$ cat src/rtl/segstrobe_pkg.sv
package segstrobe_pkg;
  localparam int SEG_W = 7;

  typedef enum logic {
    FONT_HEX = 1'b0,
    FONT_ALT = 1'b1
  } font_e;

  // segment bit positions inside one digit
  localparam int SEG_A = 0;
  localparam int SEG_B = 1;
  localparam int SEG_C = 2;
  localparam int SEG_D = 3;
  localparam int SEG_E = 4;
  localparam int SEG_F = 5;
  localparam int SEG_G = 6;

  function automatic logic [SEG_W-1:0] seg_mask(input bit a, input bit b, input bit c,
                                                input bit d, input bit e, input bit f,
                                                input bit g);
    logic [SEG_W-1:0] m;
    m        = '0;
    m[SEG_A] = a;
    m[SEG_B] = b;
    m[SEG_C] = c;
    m[SEG_D] = d;
    m[SEG_E] = e;
    m[SEG_F] = f;
    m[SEG_G] = g;
    return m;
  endfunction
endpackage

$ cat src/rtl/segstrobe_rst_sync.sv
module segstrobe_rst_sync #(
  parameter int STAGES = 2
) (
  input  logic clk,
  input  logic rst_n,
  output logic rst_n_o
);
  logic [STAGES-1:0] chain_q;
  logic [STAGES-1:0] chain_d;

  always_comb begin
    chain_d = {chain_q[STAGES-2:0], 1'b1};
  end

  always_ff @(posedge clk or negedge rst_n) begin
    if (!rst_n) begin
      chain_q <= '0;
    end else begin
      chain_q <= chain_d;
    end
  end

  assign rst_n_o = chain_q[STAGES-1];
endmodule

$ cat src/rtl/segstrobe_sync.sv
module segstrobe_sync #(
  parameter int LANES  = 4,
  parameter int STAGES = 2
) (
  input  logic             clk,
  input  logic             rst_n,
  input  logic [LANES-1:0] async_i,
  output logic [LANES-1:0] lvl_o,
  output logic [LANES-1:0] prev_o
);
  localparam int DEPTH = STAGES + 1;

  for (genvar l = 0; l < LANES; l++) begin : g_lane
    logic [DEPTH-1:0] sh_q;
    logic [DEPTH-1:0] sh_d;

    always_comb begin
      sh_d = {sh_q[DEPTH-2:0], async_i[l]};
    end

    always_ff @(posedge clk or negedge rst_n) begin
      if (!rst_n) begin
        sh_q <= '0;
      end else begin
        sh_q <= sh_d;
      end
    end

    assign lvl_o[l]  = sh_q[STAGES-1];
    assign prev_o[l] = sh_q[STAGES];
  end
endmodule

$ cat src/rtl/segstrobe_glyph.sv
module segstrobe_glyph
  import segstrobe_pkg::*;
#(
  parameter int CODE_W = 4
) (
  input  logic [CODE_W-1:0] code_i,
  input  font_e             font_i,
  output logic [SEG_W-1:0]  glyph_o
);
  logic [SEG_W-1:0] numeral;
  logic [SEG_W-1:0] hex_hi;
  logic [SEG_W-1:0] alt_hi;

  always_comb begin
    unique case (code_i[3:0])
      4'd0:    numeral = seg_mask(1, 1, 1, 1, 1, 1, 0);
      4'd1:    numeral = seg_mask(0, 1, 1, 0, 0, 0, 0);
      4'd2:    numeral = seg_mask(1, 1, 0, 1, 1, 0, 1);
      4'd3:    numeral = seg_mask(1, 1, 1, 1, 0, 0, 1);
      4'd4:    numeral = seg_mask(0, 1, 1, 0, 0, 1, 1);
      4'd5:    numeral = seg_mask(1, 0, 1, 1, 0, 1, 1);
      4'd6:    numeral = seg_mask(1, 0, 1, 1, 1, 1, 1);
      4'd7:    numeral = seg_mask(1, 1, 1, 0, 0, 0, 0);
      4'd8:    numeral = seg_mask(1, 1, 1, 1, 1, 1, 1);
      4'd9:    numeral = seg_mask(1, 1, 1, 1, 0, 1, 1);
      default: numeral = '0;
    endcase
  end

  always_comb begin
    unique case (code_i[3:0])
      4'd10:   hex_hi = seg_mask(1, 1, 1, 0, 1, 1, 1);
      4'd11:   hex_hi = seg_mask(0, 0, 1, 1, 1, 1, 1);
      4'd12:   hex_hi = seg_mask(1, 0, 0, 1, 1, 1, 0);
      4'd13:   hex_hi = seg_mask(0, 1, 1, 1, 1, 0, 1);
      4'd14:   hex_hi = seg_mask(1, 0, 0, 1, 1, 1, 1);
      4'd15:   hex_hi = seg_mask(1, 0, 0, 0, 1, 1, 1);
      default: hex_hi = '0;
    endcase
  end

  always_comb begin
    unique case (code_i[3:0])
      4'd10:   alt_hi = seg_mask(0, 0, 0, 0, 0, 0, 1);
      4'd11:   alt_hi = seg_mask(1, 0, 0, 1, 1, 1, 1);
      4'd12:   alt_hi = seg_mask(0, 1, 1, 0, 1, 1, 1);
      4'd13:   alt_hi = seg_mask(0, 0, 0, 1, 1, 1, 0);
      4'd14:   alt_hi = seg_mask(1, 1, 0, 0, 1, 1, 1);
      default: alt_hi = '0;
    endcase
  end

  always_comb begin
    if (code_i[3:0] < 4'd10) begin
      glyph_o = numeral;
    end else if (font_i == FONT_ALT) begin
      glyph_o = alt_hi;
    end else begin
      glyph_o = hex_hi;
    end
  end
endmodule

$ cat src/rtl/segstrobe_digit.sv
module segstrobe_digit #(
  parameter int W = 7
) (
  input  logic         clk,
  input  logic         rst_n,
  input  logic         load_i,
  input  logic [W-1:0] glyph_i,
  output logic [W-1:0] seg_o
);
  logic [W-1:0] seg_q;
  logic [W-1:0] seg_d;

  always_comb begin
    seg_d = seg_q;
    if (load_i) begin
      seg_d = glyph_i;
    end
  end

  always_ff @(posedge clk or negedge rst_n) begin
    if (!rst_n) begin
      seg_q <= '0;
    end else begin
      seg_q <= seg_d;
    end
  end

  assign seg_o = seg_q;
endmodule

$ cat src/rtl/segstrobe_latch.sv
module segstrobe_latch
  import segstrobe_pkg::*;
#(
  parameter int DIGITS      = 4,
  parameter int CODE_W      = 4,
  parameter int SYNC_STAGES = 2
) (
  input  logic                     clk,
  input  logic                     rst_n,
  input  logic [CODE_W-1:0]        code_i,
  input  logic [DIGITS-1:0]        strobe_i,
  input  logic                     font_sel_i,
  input  logic                     bp_i,
  output logic [DIGITS*SEG_W-1:0]  seg_o
);
  localparam int OUT_W = DIGITS * SEG_W;

  logic              rst_n_s;
  logic [DIGITS-1:0] strobe_lvl;
  logic [DIGITS-1:0] strobe_prev;
  logic [0:0]        bp_lvl;
  logic [0:0]        bp_prev;
  logic              bp_tog;
  logic [DIGITS-1:0] strobe_rise;
  logic [DIGITS-1:0] load;
  logic [SEG_W-1:0]  glyph;
  font_e             font;

  segstrobe_rst_sync #(.STAGES(SYNC_STAGES)) u_rst (
    .clk     (clk),
    .rst_n   (rst_n),
    .rst_n_o (rst_n_s)
  );

  segstrobe_sync #(.LANES(DIGITS), .STAGES(SYNC_STAGES)) u_strobe_sync (
    .clk     (clk),
    .rst_n   (rst_n_s),
    .async_i (strobe_i),
    .lvl_o   (strobe_lvl),
    .prev_o  (strobe_prev)
  );

  segstrobe_sync #(.LANES(1), .STAGES(SYNC_STAGES)) u_bp_sync (
    .clk     (clk),
    .rst_n   (rst_n_s),
    .async_i (bp_i),
    .lvl_o   (bp_lvl),
    .prev_o  (bp_prev)
  );

  assign bp_tog = bp_lvl[0] ^ bp_prev[0];
  assign font   = font_e'(font_sel_i);

  segstrobe_glyph #(.CODE_W(CODE_W)) u_glyph (
    .code_i  (code_i),
    .font_i  (font),
    .glyph_o (glyph)
  );

  for (genvar k = 0; k < DIGITS; k++) begin : g_digit
    assign strobe_rise[k] = strobe_lvl[k] & ~strobe_prev[k];
    assign load[k]        = strobe_rise[k] | (strobe_lvl[k] & bp_tog);

    segstrobe_digit #(.W(SEG_W)) u_digit (
      .clk     (clk),
      .rst_n   (rst_n_s),
      .load_i  (load[k]),
      .glyph_i (glyph),
      .seg_o   (seg_o[k*SEG_W +: SEG_W])
    );
  end

  logic [OUT_W-1:0] unused_w;
  assign unused_w = '0;
endmodule

$ cat config.mk
export PLATFORM = sky130hd
export DESIGN_NAME = segstrobe_latch
export DESIGN_NICKNAME = d
export VERILOG_FILES = /design/src/rtl/segstrobe_pkg.sv /design/src/rtl/segstrobe_rst_sync.sv /design/src/rtl/segstrobe_sync.sv /design/src/rtl/segstrobe_glyph.sv /design/src/rtl/segstrobe_digit.sv /design/src/rtl/segstrobe_latch.sv
export SDC_FILE = /design/constraint.sdc
export NUM_CORES = 1
export LEC_CHECK = 0
export BUFFER_PORTS_ARGS = -buffer_cell sky130_fd_sc_hd__buf_2
export CORE_MARGIN = 2
export CORE_UTILIZATION = 45
export CTS_CLUSTER_SIZE = 20
export DETAILED_ROUTE_END_ITERATION = 10
export MAX_ROUTING_LAYER = met4
export PLACE_DENSITY = 0.67
export SYNTH_ARGS = -nofsm -noshare
export SYNTH_HDL_FRONTEND = slang
export SYNTH_SLANG_ARGS = --single-unit
$ cat constraint.sdc
create_clock -name clk -period 1.9 [get_ports clk]
set_input_delay 0.19 -clock clk [delete_from_list [all_inputs] [get_ports clk]]
set_output_delay 0.19 -clock clk [all_outputs]
set_load 0.1 [all_outputs]
==> impl_metrics.yaml, run 1 <==
drt:
  num_vias: 1424
  ant_nets: 0
  routed_wl_um: 3680
  via_per_inst: 5.00
  drt_iter0_drc: 81
  drc: 0
  wl_per_cell_um: 12.9
  drtPass1Iterations: 4
yosys:
  synthTopCellsByCount: "dfrtp_1 (45), o21ai_0 (31), nand2_1 (29)"
  synthDistinctLibCells: 33
  netlist.area_leader.share: 0.571
  synth_compound_area_frac: 0.195
  synth-seq-cells: 45
  yosys.area_share.xor_xnor: 0.00888
  synth_area_sq_um: 1970
  yosys.area_share.simple: 0.110
  synth-adder-area-share: 0.0444
  syn_inst: 183
  synth-edff-count: 0
  async_flop_share: 1.00
  yosysWarnings: 0
  synth.area.top_cells: "dfrtp_1 (57%), o21ai_0 (7.9%), nand2_1 (5.5%)"
  yosysMostFrequentCell: "dfrtp_1"
  muxShareOfSynthArea: 0.0152
  synth_top_family_by_area: "compound AO/OA/AOI/OAI gates"
  synth_nets: 202
  syn_area_per_cell_sq_um: 10.8
  synth_seq_area_share: 0.571
  synth_area_leader_cell: "dfrtp_1"
  ys.flop_type: "dfrtp_1"
clock_network:
  cts_root_buffer: "clkbuf_8"
  clkTransAtPathRegs_ns: 0.09
  numCtsBuffers: 5
  cts_sinks: 45
  cts_setup_buffers: 0
  cts_tree: "built"
  clkLatencyLatePin_ns: 0.29
  cts.htree.levels: 2
  clk_path_buf_depth: 2
critical_path:
  endpoint_kind: "flip-flop"
  cp_data_arrival_time_ns: 1.66
  path_max_fanout: 6
  cp.required_ns: 2.04
  critPathLaunchType: "input port"
  critical_path_class: "in2reg"
sta:
  rsz0062_at_grt: "false"
  hold_viol: 0
  worst_pin_slew_ns: 0.694
  finalCritPeriodShare: 0.796
  fmaxAchievable_mhz: 661
  setup_ws_ns: 0.387
  fin_setup_tns_ns: 0
  finalSetupViolations: 0
  period_minus_slack_ns: 1.51
  clock_skew_ns: 0.0173
  max_slew_margin: 0.534
  drv_slew: 0
global_routing:
  grt_max_degree: 44
  grt.total_usage: 0.166
  grt.overflow.total: 0
  antenna_found_initial: 0
  first_global_vias: 1287
  grt_pass1_wl_um: 6310
floorplanning:
  die_w_um: 70.2
  num_rows: 24
  pin_count: 40
  initial_core_util: 0.459
  core_area_sq_um: 4290
  die_y_um: 70.2
  dieArea_sq_um: 4930
placement:
  portBuffers: 39
  place.gp.congestion: 0.865
  hpwlAfterDp_um: 2710
  pre_cts_ws_ns: 0.0569
power_and_ir_drop:
  powerDensity_nw_per_um2: 1230
  p_leak_nw: 1.11
  peakVddDrop_uv: 630
finish:
  final_net_count: 251
  num_antenna_cells: 0
  drive_above_1_share: 0.270
  postLayoutCoreUtil: 0.547
  syn_to_final_growth_pct: 19.1
run:
  max-cap-violations: 0
hold_path:
  hp-class: "in2reg"
run_status:
  status: "finished clean"
==> power by group <==
group	switching (mW)	internal, mW
sequential	0.0598	1.08
combinational	0.973	0.175
clock	0.307	0.295
==> cells by family (layout without fill, tap and decap cells) <==
| kind of cell | count (synthesis) | in the layout |
|---|---|---|
| simple gates | 48 | 48 |
| buf+inv | 16 | 66 |
| mux | 3 | 3 |
| flops | 45 | 45 |
| other cells | 1 | 1 |
| xor+xnor | 2 | 2 |
| fa+ha+maj | 7 | 7 |
| compound gates | 61 | 61 |
==> cells in the final DEF (no fill, tap or decap), types with 2 or more instances in the layout <==
cell / instances
nand2_1: 29
buf_2: 39
o21ai_2: 2
o21ai_0: 30
mux2i_1: 3
buf_4: 6
ha_1: 7
clkbuf_8: 6
inv_1: 8
dfrtp_1: 45
nand2b_1: 3
o2111ai_1: 2
a211oi_2: 4
nor2_1: 7
a21oi_1: 14
nor2b_1: 4
dlygate4sd3_1: 5
==> layer usage <==
layer  wire [um]  vias up  GRT usage  share of wire
met1        1810      660      0.243           0.49
li1            -      724          -              -
met3         179        4     0.0447          0.049
met2        1650       36      0.233           0.45
met5           0        -          -              0
met4          34        0     0.0385         0.0092
==> state kept, by name (all words and copies together), names as in the netlist <==
signal	flops
u_strobe_sync.g_lane.sh_q	12
u_rst.chain_q	2
u_bp_sync.g_lane.sh_q	3
g_digit.u_digit.seg_o	28
==> metrics by stage <==
stage	instance area (sq um)	hold slack (ns)	power (mW)	cells
finish	2350	0.0182	2.89	285
global route	2350	0.000241	3.02	285
CTS	2340	0.00857	2.91	284
detailed placement	2200	-0.0218	2.30	272
global placement	2200	-0.0232	2.29	272
floorplan	1970	-0.106	2.11	183
==> worst paths after layout <==
path / start / endpoint / slack (ns) / cells past startpoint
worst min register to register: u_rst.chain_q[1] / g_digit[2].u_digit.seg_o[0] / 0.30 / 1
worst max-delay path: code_i[0] / g_digit[0].u_digit.seg_o[4] / 0.39 / 7
max in group asynchronous: u_rst.chain_q[1] / u_strobe_sync.g_lane[0].sh_q[1] / 1.21 / 1
worst max register to register: u_bp_sync.g_lane[0].sh_q[2] / g_digit[0].u_digit.seg_o[6] / 0.44 / 4
min in group asynchronous: rst_n / u_rst.chain_q[0] / 0.22 / 2
worst min-delay path: strobe_i[0] / u_strobe_sync.g_lane[0].sh_q[0] / 0.02 / 1
==> final cells by class <==
cell class	instances	area [sq um]
clock buffers	6	82.6
clock inverters	2	13.8
fillers	402	1940
inverters	8	30.0
multi-input cells	122	742
flip-flops and latches	45	1130
well taps	52	65.1
repair buffers	50	290
==> worst max-delay path: stages <==
cell,delay (ns)
buf_2,0.12
inv_1,0.09
ha_1,0.28
nor2_1,0.35
o21ai_2,0.14
o31ai_2,0.36
o21ai_0,0.14
==> timing repair <==
| item | in CTS | in global routing |
|---|---|---|
| gates resized for setup | 0 | 1 |
| hold buffers | 4 | 1 |
| setup endpoints to repair | 0 | 7 |
| hold endpoints to repair | 5 | 1 |
Power figures use the tool's default switching activity.
==> inputs of run 2 (changes only) <==
Settings changed: PLACE_DENSITY 0.67 to 0.7.
Clock period 1.9 ns to 1.35 ns, I/O delays scaled along.
==> impl_metrics.yaml, run 2 (synthesized netlist as in run 1, its figures left out) <==
run_status:
  status: "finished clean"
finish:
  drive_above_1_share: 0.362
  postLayoutCoreUtil: 0.608
  final_net_count: 279
  num_antenna_cells: 0
  syn_to_final_growth_pct: 32.3
  layout_commonest_cell: "dfrtp_1"
  largest_reg_flops: 28
  final_cell_mix: "dfrtp_1 (44), buf_2 (39), buf_4 (31)"
critical_path:
  reg2reg_slack_ns: 0.07
  cp_data_arrival_time_ns: 1.44
  regToRegStartpoint: "u_bp_sync.g_lane[0].sh_q[1]"
  endpoint_kind: "flip-flop"
  critical_path_class: "reg2reg"
  critPathLaunchType: "flip-flop"
  cp_cell_sequence: "xor2_2 -> o21ai_2 -> buf_4 -> buf_12 -> nand2_1 -> o21ai_0"
  critical_path.max_stage_delay_ns: 0.42
  r2r_end: "g_digit[1].u_digit.seg_o[3]"
  r2r.worst_path.cells: 6
  cp.required_ns: 1.52
  crit_slowest_cell: "dfrtp_1"
  path_max_fanout: 6
drt:
  wl_per_cell_um: 13.2
  routed_wl_um: 4130
  drt_iter0_drc: 106
  drtPass1Iterations: 4
  num_vias: 1516
  ant_nets: 0
  drc: 0
  via_per_inst: 4.86
clock_network:
  numCtsBuffers: 5
  clkLatencyLatePin_ns: 0.29
  cts_tree: "built"
  clk_path_buf_depth: 2
  cts.htree.levels: 2
  cts_sinks: 45
  clkTransAtPathRegs_ns: 0.08
  cts_root_buffer: "clkbuf_8"
sta:
  hold_viol: 0
  max_slew_margin: 0.627
  rsz0062_at_grt: "true"
  worst_pin_slew_ns: 0.557
  clock_skew_ns: 0.0127
  period_minus_slack_ns: 1.28
  finalSetupViolations: 0
  setup_ws_ns: 0.0712
  finalCritPeriodShare: 0.947
  fmaxAchievable_mhz: 782
  drv_slew: 0
floorplanning:
  core_area_sq_um: 4290
  die_w_um: 70.2
  die_y_um: 70.2
  initial_core_util: 0.459
  dieArea_sq_um: 4930
  pin_count: 40
  num_rows: 24
global_routing:
  grt.total_usage: 0.190
  first_global_vias: 1478
  grt.overflow.total: 0
  antenna_found_initial: 0
  grt_max_degree: 44
  grt_pass1_wl_um: 7090
placement:
  hpwlAfterDp_um: 3140
  place.gp.congestion: 0.945
  pre_cts_ws_ns: -0.291
  portBuffers: 39
power_and_ir_drop:
  peakVddDrop_uv: 1060
  powerDensity_nw_per_um2: 1570
  p_leak_nw: 1.25
hold_path:
  hp-class: "in2async"
run:
  max-cap-violations: 0
-- run 2: changes by cell type in the layout (fill, tap and decap cells not counted), sizes merged --
cell | before | now
buf | 45 | 72
clkinv | 2 | 1
dlygate4sd3 | 5 | 6
-- run 2: worst max path at each step --
stage / from / end / slack (ns) / depth (start not counted)
global route: u_bp_sync.g_lane[0].sh_q[2] / g_digit[2].u_digit.seg_o[6] / -0.03 / 5
floorplan: u_rst.chain_q[1] / g_digit[0].u_digit.seg_o[0] / 0.005 / 0
finish: u_bp_sync.g_lane[0].sh_q[1] / g_digit[1].u_digit.seg_o[3] / 0.07 / 6
CTS: u_bp_sync.g_lane[0].sh_q[1] / g_digit[3].u_digit.seg_o[2] / -0.01 / 5
detailed placement: code_i[1] / g_digit[2].u_digit.seg_o[3] / -0.29 / 6
global placement: code_i[0] / g_digit[2].u_digit.seg_o[1] / -0.23 / 8
-- run 2: what timing repair did --
action                     4_1_cts  5_1_grt
hold buffers                     6        0
setup buffers                    0        3
gates resized for setup          0       17
pin swaps                        0        3
hold endpoints to repair         7        0
cloned                           0        0
setup endpoints to repair        5       28
-- run 2: layout make-up --
type / instances / area, sq um
fillers: 375 / 1680
flip-flops and latches: 45 / 1130
multi-input cells: 122 / 783
repair buffers: 78 / 528
clock buffers: 6 / 72.6
well taps: 52 / 65.1
inverters: 8 / 30.0
clock inverters: 1 / 5.00
-- run 2: through the flow --
stage / TNS, ns / cell area [sq um] / instances / hold WS [ns] / total power, mW
6_report: 0 / 2610 / 312 / 0.141 / 4.09
5_1_grt: -0.107 / 2610 / 312 / 0.142 / 4.29
4_1_cts: -0.0366 / 2530 / 309 / 0.137 / 4.08
3_5_place_dp: -6.25 / 2400 / 296 / -0.0778 / 3.32
3_3_place_gp: -4.69 / 2400 / 296 / -0.0800 / 3.30
2_1_floorplan: 0 / 1970 / 183 / -0.161 / 2.97
-- run 2: layer usage --
metal | vias up | part of all wire | routed length (um) | track usage
li1 | 773 | - | - | -
met3 | 7 | 0.059 | 245 | 0.0505
met1 | 684 | 0.47 | 1950 | 0.249
met2 | 52 | 0.45 | 1850 | 0.284
met4 | 0 | 0.021 | 85 | 0.0726
met5 | - | 0 | 0 | -
-- run 2: power breakdown --
part,switching (mW),internal [mW]
Clock,0.402,0.352
Sequential,0.0824,1.52
Combinational,1.41,0.334
Total,1.89,2.20
-- run 2: critical path, delay by kind of cell, from the launching register on --
family	cells	cell delay, ns
and+or+nand+nor	1	0.05
DFF	1	0.42
buffers and inverters	2	0.29
AOI/OAI and AO/OA	2	0.16
xor gates and xnor gates	1	0.23
